===== config.mk =====
export PLATFORM = sky130hd
export DESIGN_NAME = poll_cycle_sched
export DESIGN_NICKNAME = d
export VERILOG_FILES = /design/src/rtl/sched_pkg.sv /design/src/rtl/cycle_timer.sv /design/src/rtl/mux_slot_sel.sv /design/src/rtl/lowest_pick.sv /design/src/rtl/poll_cycle_sched.sv
export SDC_FILE = /design/constraint.sdc
export NUM_CORES = 1
export LEC_CHECK = 0
export BUFFER_PORTS_ARGS = -buffer_cell sky130_fd_sc_hd__clkbuf_2
export CAP_MARGIN = 20
export CORE_UTILIZATION = 50
export CTS_CLUSTER_DIAMETER = 60
export CTS_CLUSTER_SIZE = 16
export DETAILED_ROUTE_END_ITERATION = 10
export GPL_TIMING_DRIVEN = 0
export MAX_ROUTING_LAYER = met4
export PLACE_DENSITY = 0.75
export SYNTH_ARGS = -nofsm -noshare
export SYNTH_HDL_FRONTEND = slang
export SYNTH_HIERARCHICAL = 1
export SYNTH_SLANG_ARGS = --single-unit

===== constraint.sdc =====
create_clock -name clk -period 4.5 [get_ports clk]
set_clock_uncertainty 0.1 [all_clocks]
set_input_delay 0.45 -clock clk [delete_from_list [all_inputs] [get_ports clk]]
set_output_delay 0.45 -clock clk [all_outputs]
set_load 0.1 [all_outputs]

===== src/rtl/sched_pkg.sv =====
`timescale 1ns/1ps
package sched_pkg;
  typedef enum logic [2:0] {
    FT_NONE  = 3'd0,
    FT_SOC   = 3'd1,
    FT_PREQ  = 3'd2,
    FT_SOA   = 3'd3,
    FT_CHAIN = 3'd4
  } frame_t;

  typedef enum logic [2:0] {
    ST_IDLE,
    ST_SOC,
    ST_PREQ,
    ST_WAIT,
    ST_CHAIN,
    ST_CWAIT,
    ST_SOA
  } sched_st_t;
endpackage


===== src/rtl/cycle_timer.sv =====
`timescale 1ns/1ps
module cycle_timer #(
  parameter int TMR_W = 16
) (
  input  logic             clk,
  input  logic             rst_n,
  input  logic [TMR_W-1:0] len,
  output logic             tick
);
  logic [TMR_W-1:0] tmr;
  logic [TMR_W:0]   tmr_nx;

  assign tmr_nx = {1'b0, tmr} + (TMR_W+1)'(1);
  assign tick   = (tmr == '0);

  always_ff @(posedge clk or negedge rst_n) begin
    if (!rst_n) tmr <= '0;
    else if (tmr_nx >= {1'b0, len}) tmr <= '0;
    else tmr <= tmr_nx[TMR_W-1:0];
  end
endmodule


===== src/rtl/mux_slot_sel.sv =====
`timescale 1ns/1ps
module mux_slot_sel #(
  parameter int NODES = 4,
  parameter int MUX_W = 4
) (
  input  logic                   clk,
  input  logic                   rst_n,
  input  logic                   tick,
  input  logic [NODES-1:0]       en,
  input  logic [NODES*MUX_W-1:0] per_flat,
  input  logic [NODES*MUX_W-1:0] off_flat,
  output logic [NODES-1:0]       sel
);
  for (genvar k = 0; k < NODES; k++) begin : g_node
    logic [MUX_W-1:0] ph;
    logic [MUX_W-1:0] per;
    logic [MUX_W-1:0] off;
    logic [MUX_W:0]   ph_nx;
    logic             every;

    assign per    = per_flat[k*MUX_W +: MUX_W];
    assign off    = off_flat[k*MUX_W +: MUX_W];
    assign every  = (per <= MUX_W'(1));
    assign ph_nx  = {1'b0, ph} + (MUX_W+1)'(1);
    assign sel[k] = en[k] && (every || (ph == off));

    always_ff @(posedge clk or negedge rst_n) begin
      if (!rst_n) ph <= '0;
      else if (tick) begin
        if (every || (ph_nx >= {1'b0, per})) ph <= '0;
        else ph <= ph_nx[MUX_W-1:0];
      end
    end
  end
endmodule


===== src/rtl/lowest_pick.sv =====
`timescale 1ns/1ps
module lowest_pick #(
  parameter int NODES = 4,
  parameter int IDX_W = 2
) (
  input  logic [NODES-1:0] req,
  output logic [IDX_W-1:0] idx,
  output logic             any
);
  always_comb begin
    idx = '0;
    for (int k = NODES - 1; k >= 0; k--) begin
      if (req[k]) idx = IDX_W'(k);
    end
  end
  assign any = |req;
endmodule


===== src/rtl/poll_cycle_sched.sv =====
`timescale 1ns/1ps
module poll_cycle_sched
  import sched_pkg::*;
#(
  parameter int NODES = 4,
  parameter int ID_W  = 8,
  parameter int TMR_W = 16,
  parameter int MUX_W = 4,
  parameter int TO_W  = 12
) (
  input  logic                   clk,
  input  logic                   rst_n,
  input  logic [TMR_W-1:0]       cfg_cycle_len,
  input  logic                   cfg_chain,
  input  logic [NODES-1:0]       cfg_node_en,
  input  logic [NODES*ID_W-1:0]  cfg_node_id,
  input  logic [NODES*MUX_W-1:0] cfg_mux_n,
  input  logic [NODES*MUX_W-1:0] cfg_mux_off,
  input  logic [TO_W-1:0]        cfg_resp_to,
  input  logic [TO_W-1:0]        cfg_chain_wait,
  input  logic [ID_W-1:0]        cfg_async_id,
  output logic                   tx_valid,
  input  logic                   tx_ready,
  output logic [2:0]             tx_type,
  output logic [ID_W-1:0]        tx_node,
  input  logic                   rx_valid,
  input  logic [ID_W-1:0]        rx_node,
  output logic                   rx_ready,
  output logic [NODES-1:0]       miss,
  output logic                   overrun
);
  localparam int IDX_W = (NODES > 1) ? $clog2(NODES) : 1;

  sched_st_t        state;
  logic [NODES-1:0] pend;
  logic [NODES-1:0] got;
  logic [NODES-1:0] miss_q;
  logic [NODES-1:0] sel;
  logic [NODES-1:0] hit_vec;
  logic [NODES-1:0] rest;
  logic [TO_W-1:0]  cnt;
  logic [TO_W:0]    cnt_nx;
  logic [IDX_W-1:0] cur;
  logic             any;
  logic             chain_q;
  logic             ovr_q;
  logic             tick;
  logic             hit_cur;
  logic             resp_end;
  logic             chain_end;
  logic [ID_W-1:0]  ids [NODES];
  frame_t           ftype;

  for (genvar k = 0; k < NODES; k++) begin : g_id
    assign ids[k]     = cfg_node_id[k*ID_W +: ID_W];
    assign hit_vec[k] = rx_valid && (rx_node == ids[k]) && pend[k];
  end

  cycle_timer #(.TMR_W(TMR_W)) u_timer (
    .clk(clk), .rst_n(rst_n), .len(cfg_cycle_len), .tick(tick)
  );

  mux_slot_sel #(.NODES(NODES), .MUX_W(MUX_W)) u_mux (
    .clk(clk), .rst_n(rst_n), .tick(tick), .en(cfg_node_en),
    .per_flat(cfg_mux_n), .off_flat(cfg_mux_off), .sel(sel)
  );

  lowest_pick #(.NODES(NODES), .IDX_W(IDX_W)) u_pick (
    .req(pend), .idx(cur), .any(any)
  );

  assign cnt_nx    = {1'b0, cnt} + (TO_W+1)'(1);
  assign resp_end  = (cnt_nx >= {1'b0, cfg_resp_to});
  assign chain_end = (cnt_nx >= {1'b0, cfg_chain_wait});
  assign hit_cur   = hit_vec[cur];
  assign rest      = pend & ~(NODES'(1) << cur);

  always_ff @(posedge clk or negedge rst_n) begin
    if (!rst_n) begin
      state   <= ST_IDLE;
      pend    <= '0;
      got     <= '0;
      miss_q  <= '0;
      cnt     <= '0;
      chain_q <= 1'b0;
      ovr_q   <= 1'b0;
    end else if (tick) begin
      state   <= ST_SOC;
      pend    <= sel;
      chain_q <= cfg_chain;
      ovr_q   <= (state != ST_IDLE);
    end else begin
      unique case (state)
        ST_SOC: if (tx_ready) begin
          cnt <= '0;
          got <= '0;
          if (!any) state <= ST_SOA;
          else if (chain_q) state <= ST_CHAIN;
          else state <= ST_PREQ;
        end
        ST_PREQ: if (tx_ready) begin
          state <= ST_WAIT;
          cnt   <= '0;
        end
        ST_WAIT: begin
          if (hit_cur || resp_end) begin
            miss_q[cur] <= !hit_cur;
            pend[cur]   <= 1'b0;
            state       <= (|rest) ? ST_PREQ : ST_SOA;
          end else begin
            cnt <= cnt_nx[TO_W-1:0];
          end
        end
        ST_CHAIN: if (tx_ready) begin
          state <= ST_CWAIT;
          cnt   <= '0;
        end
        ST_CWAIT: begin
          got <= got | hit_vec;
          if (chain_end) begin
            for (int k = 0; k < NODES; k++) begin
              if (pend[k]) miss_q[k] <= !(got[k] || hit_vec[k]);
            end
            pend  <= '0;
            state <= ST_SOA;
          end else begin
            cnt <= cnt_nx[TO_W-1:0];
          end
        end
        ST_SOA: if (tx_ready) state <= ST_IDLE;
        default: state <= ST_IDLE;
      endcase
    end
  end

  always_comb begin
    ftype   = FT_NONE;
    tx_node = '0;
    unique case (state)
      ST_SOC:   begin ftype = FT_SOC;   tx_node = '1;           end
      ST_PREQ:  begin ftype = FT_PREQ;  tx_node = ids[cur];     end
      ST_CHAIN: begin ftype = FT_CHAIN; tx_node = '1;           end
      ST_SOA:   begin ftype = FT_SOA;   tx_node = cfg_async_id; end
      default:  begin ftype = FT_NONE;  tx_node = '0;           end
    endcase
  end

  assign tx_valid = (ftype != FT_NONE);
  assign tx_type  = ftype;
  assign rx_ready = (state == ST_WAIT) || (state == ST_CWAIT);
  assign miss     = miss_q;
  assign overrun  = ovr_q;
endmodule


==> results.sh <==
export IMPL_outcome="complete, but fails checks"
export IMPL_violations="design-rule violations"
export IMPL_power_density_nw_per_um2=410
export IMPL_drv_slew=0
export IMPL_worst_pin_slew_ns=0.901
export IMPL_synth_distinct_cells=70
export IMPL_synth_ff_type="dfrtp_1"
export IMPL_hold_ws_ns=0.123
export IMPL_cts_root_buf="clkbuf_16"
export IMPL_finalSetupTns_ns=0
export IMPL_seq_area_frac_synth=0.253
export IMPL_synth_edf_count=0
export IMPL_min_path_type="in -> async"
export IMPL_cts_tree="done"
export IMPL_avgRoutedWirePerCell_um=15.0
export IMPL_hpwl_mm=12.1
export IMPL_ys_ff_latch=61
export IMPL_clkLatencyLatePin_ns=0.33
export IMPL_fmax_mhz=239
export IMPL_ioPinCount=147
export IMPL_wl_mm=14.9
export IMPL_start_util=0.520
export IMPL_crit_fanout=10
export IMPL_layout_commonest_cell="clkbuf_2"
export IMPL_first_pass_iters=8
export IMPL_final_hold_viol_count=0
export IMPL_yosysWarnings=6
export IMPL_placementRows=39
export IMPL_area_growth_pct=19.8
export IMPL_numPortBuffers=145
export IMPL_final_cell_mix="clkbuf_2, inv_1, ha_1"
export IMPL_fin_crit_ns=4.18
export IMPL_cts_hold_buf=0
export IMPL_drc_errors=10
export IMPL_crit_buf_inv=1
export IMPL_arrival_ns=4.30
export IMPL_clock_sinks=61
export IMPL_synth_cell_area_um2=6040
export IMPL_cap_violations=0
export IMPL_cts_buffers=9
export IMPL_grtUsageTotal=0.254
export IMPL_nFillCells=1019
export IMPL_setup_violations=0
export IMPL_crit_path_end_kind="flop"
export IMPL_async_reset_ff_frac=1.00
export IMPL_synth_nets=881
export IMPL_n_antenna_cell=0
export IMPL_leakagePower_nw=3.78
export IMPL_grt_first_pass_wirelength_mm=25.5
export IMPL_post_cts_buffers=0
export IMPL_grt_max_degree=62
export IMPL_critPathLaunchType="flop"
export IMPL_max_stage_delay_ns=0.47
export IMPL_die_w_um=112
export IMPL_overflow=0
export IMPL_irDropWorstVdd_mv=0.322
export IMPL_coreArea_um2=11600
export IMPL_relSlewSlack=0.395
export IMPL_required_ns=4.61
export IMPL_drt_initial_drc_count=293
export IMPL_vias=5591
export IMPL_grt_pass1_vias=5657
export IMPL_post_route_period_util=0.930
export IMPL_slowest_stage="dfrtp_1"
export IMPL_critPathKind="reg -> reg"
export IMPL_dieArea_um2=12500
export IMPL_vias_per_cell=5.64
export IMPL_clock_path_buffers=2
export IMPL_cp_cell_sequence="ha_1 > and4_1 > and2_1 > and3_1 > xor2_1 > ha_1 > a21o_1 > a21oi_1 > nand2_1 > a211oi_1 > nand2_1 > o21ai_4 > and3_4 > buf_6 > mux2_4"
export IMPL_critPathTopFamily="simple AND/OR/NAND/NOR gates"
export IMPL_rsz0062_at_grt="no"
export IMPL_fin_nets=1037
export IMPL_drtAntennaViolNets=0
export IMPL_clkTransAtPathRegs_ns=0.05
export IMPL_syn_area_per_cell_um2=8.80
export IMPL_antenna_found_initial=0
export IMPL_drive_above_1_share=0.257
export IMPL_gp_congestion=0.922
export IMPL_die_y_um=112
export IMPL_synthCells=687
export IMPL_htreeDepth=3
export IMPL_r2r_setup_slack_ns=0.32
## cell families after synthesis
family	share of synthesized area
compound gates	0.172
xor+xnor	0.120
fa+ha+maj	0.135
buf+inv	0.0700
flops	0.253
mux	0.0538
simple gates	0.197
## per-layer routing
metal | track usage | vias to the layer above | part of all wire
li1 | - | 2761 | -
met1 | 0.308 | 2633 | 0.44
met2 | 0.438 | 177 | 0.49
met3 | 0.0452 | 20 | 0.049
met4 | 0.0631 | 0 | 0.015
met5 | - | - | 0
## repair_timing
action                                  4_1_cts  5_1_grt
endpoints found under the setup margin        0        9
endpoints found under the hold margin         0        0
resized for setup                             0        2
## path summary, 6_finish.rpt
kind                                          from                  end  cells after the start
max in group asynchronous                    rst_n   cnt[4]$_DFFE_PN0P_                      1
worst max-delay path            cnt[0]$_DFFE_PN0P_   cnt[7]$_DFFE_PN0P_                     15
min in group clk                         cfg_chain  chain_q$_DFFE_PN0P_                      3
worst min-delay path                         rst_n   cnt[9]$_DFFE_PN0P_                      1
worst max register to register  cnt[0]$_DFFE_PN0P_   cnt[7]$_DFFE_PN0P_                     15
worst min register to register  got[0]$_DFFE_PN0P_   got[0]$_DFFE_PN0P_                      2
## per-stage QoR
| stage | utilization | total power, mW | cell area (µm²) | setup WS, ns | std cells |
|---|---|---|---|---|---|
| after floorplan | - | 1.96 | 6040 | 0.0462 | 687 |
| after global placement | 0.598 | 2.25 | 6950 | 0.309 | 975 |
| after detailed placement | 0.598 | 2.33 | 6950 | 0.184 | 975 |
| after CTS | 0.622 | 2.98 | 7230 | 0.152 | 991 |
| after global routing | 0.623 | 3.19 | 7240 | 0.0301 | 991 |
| final | 0.623 | 2.97 | 7240 | 0.316 | 991 |
## Yosys cell counts, drive strengths merged, types with 6 or more instances
library cell / instances / area (µm²)
nor3b: 11 / 118
buf: 11 / 72.6
nand4: 11 / 83.8
mux4: 8 / 180
mux2: 8 / 105
ha: 65 / 813
clkbuf: 9 / 35.0
o21ai: 39 / 206
o31ai: 8 / 60.1
o21a: 7 / 52.6
nor3: 22 / 125
nor2: 36 / 143
a211oi: 7 / 92.6
dfrtp: 61 / 1530
o32ai: 7 / 61.3
nor2b: 7 / 43.8
xnor2: 38 / 333
nand2b: 23 / 159
a21oi: 38 / 194
nand2: 26 / 97.6
inv: 83 / 312
xor2: 44 / 393
o221ai: 6 / 58.8
a21o: 8 / 60.1
and3: 18 / 123
nand3: 34 / 175
nor4: 10 / 68.8
## final cells by class
cell class                 count  area (µm²)  area share
multi-input combinational    522        4110       0.567
buffer                        20         108      0.0149
tap                          143         179      0.0247
inverter                      84         315      0.0435
sequential                    61        1530       0.211
clock inverter                 6        38.8     0.00536
timing repair buffer         145         728       0.101
clock buffer                  10         239      0.0330
## registers in the layout (all words and copies together) (netlist names)
signal and count:
chain_q 1, cnt 12, got 4, miss 4, overrun 1, pend 4, state 3, u_mux/g_node.ph 16
u_timer/tmr 16
## power by group
part	total, mW	switching, mW	internal, mW
registers	0.857	0.184	0.674
logic	1.48	0.883	0.597
clock network	0.634	0.250	0.385
total	2.97	1.32	1.66
(Power assumes the default switching activity.)
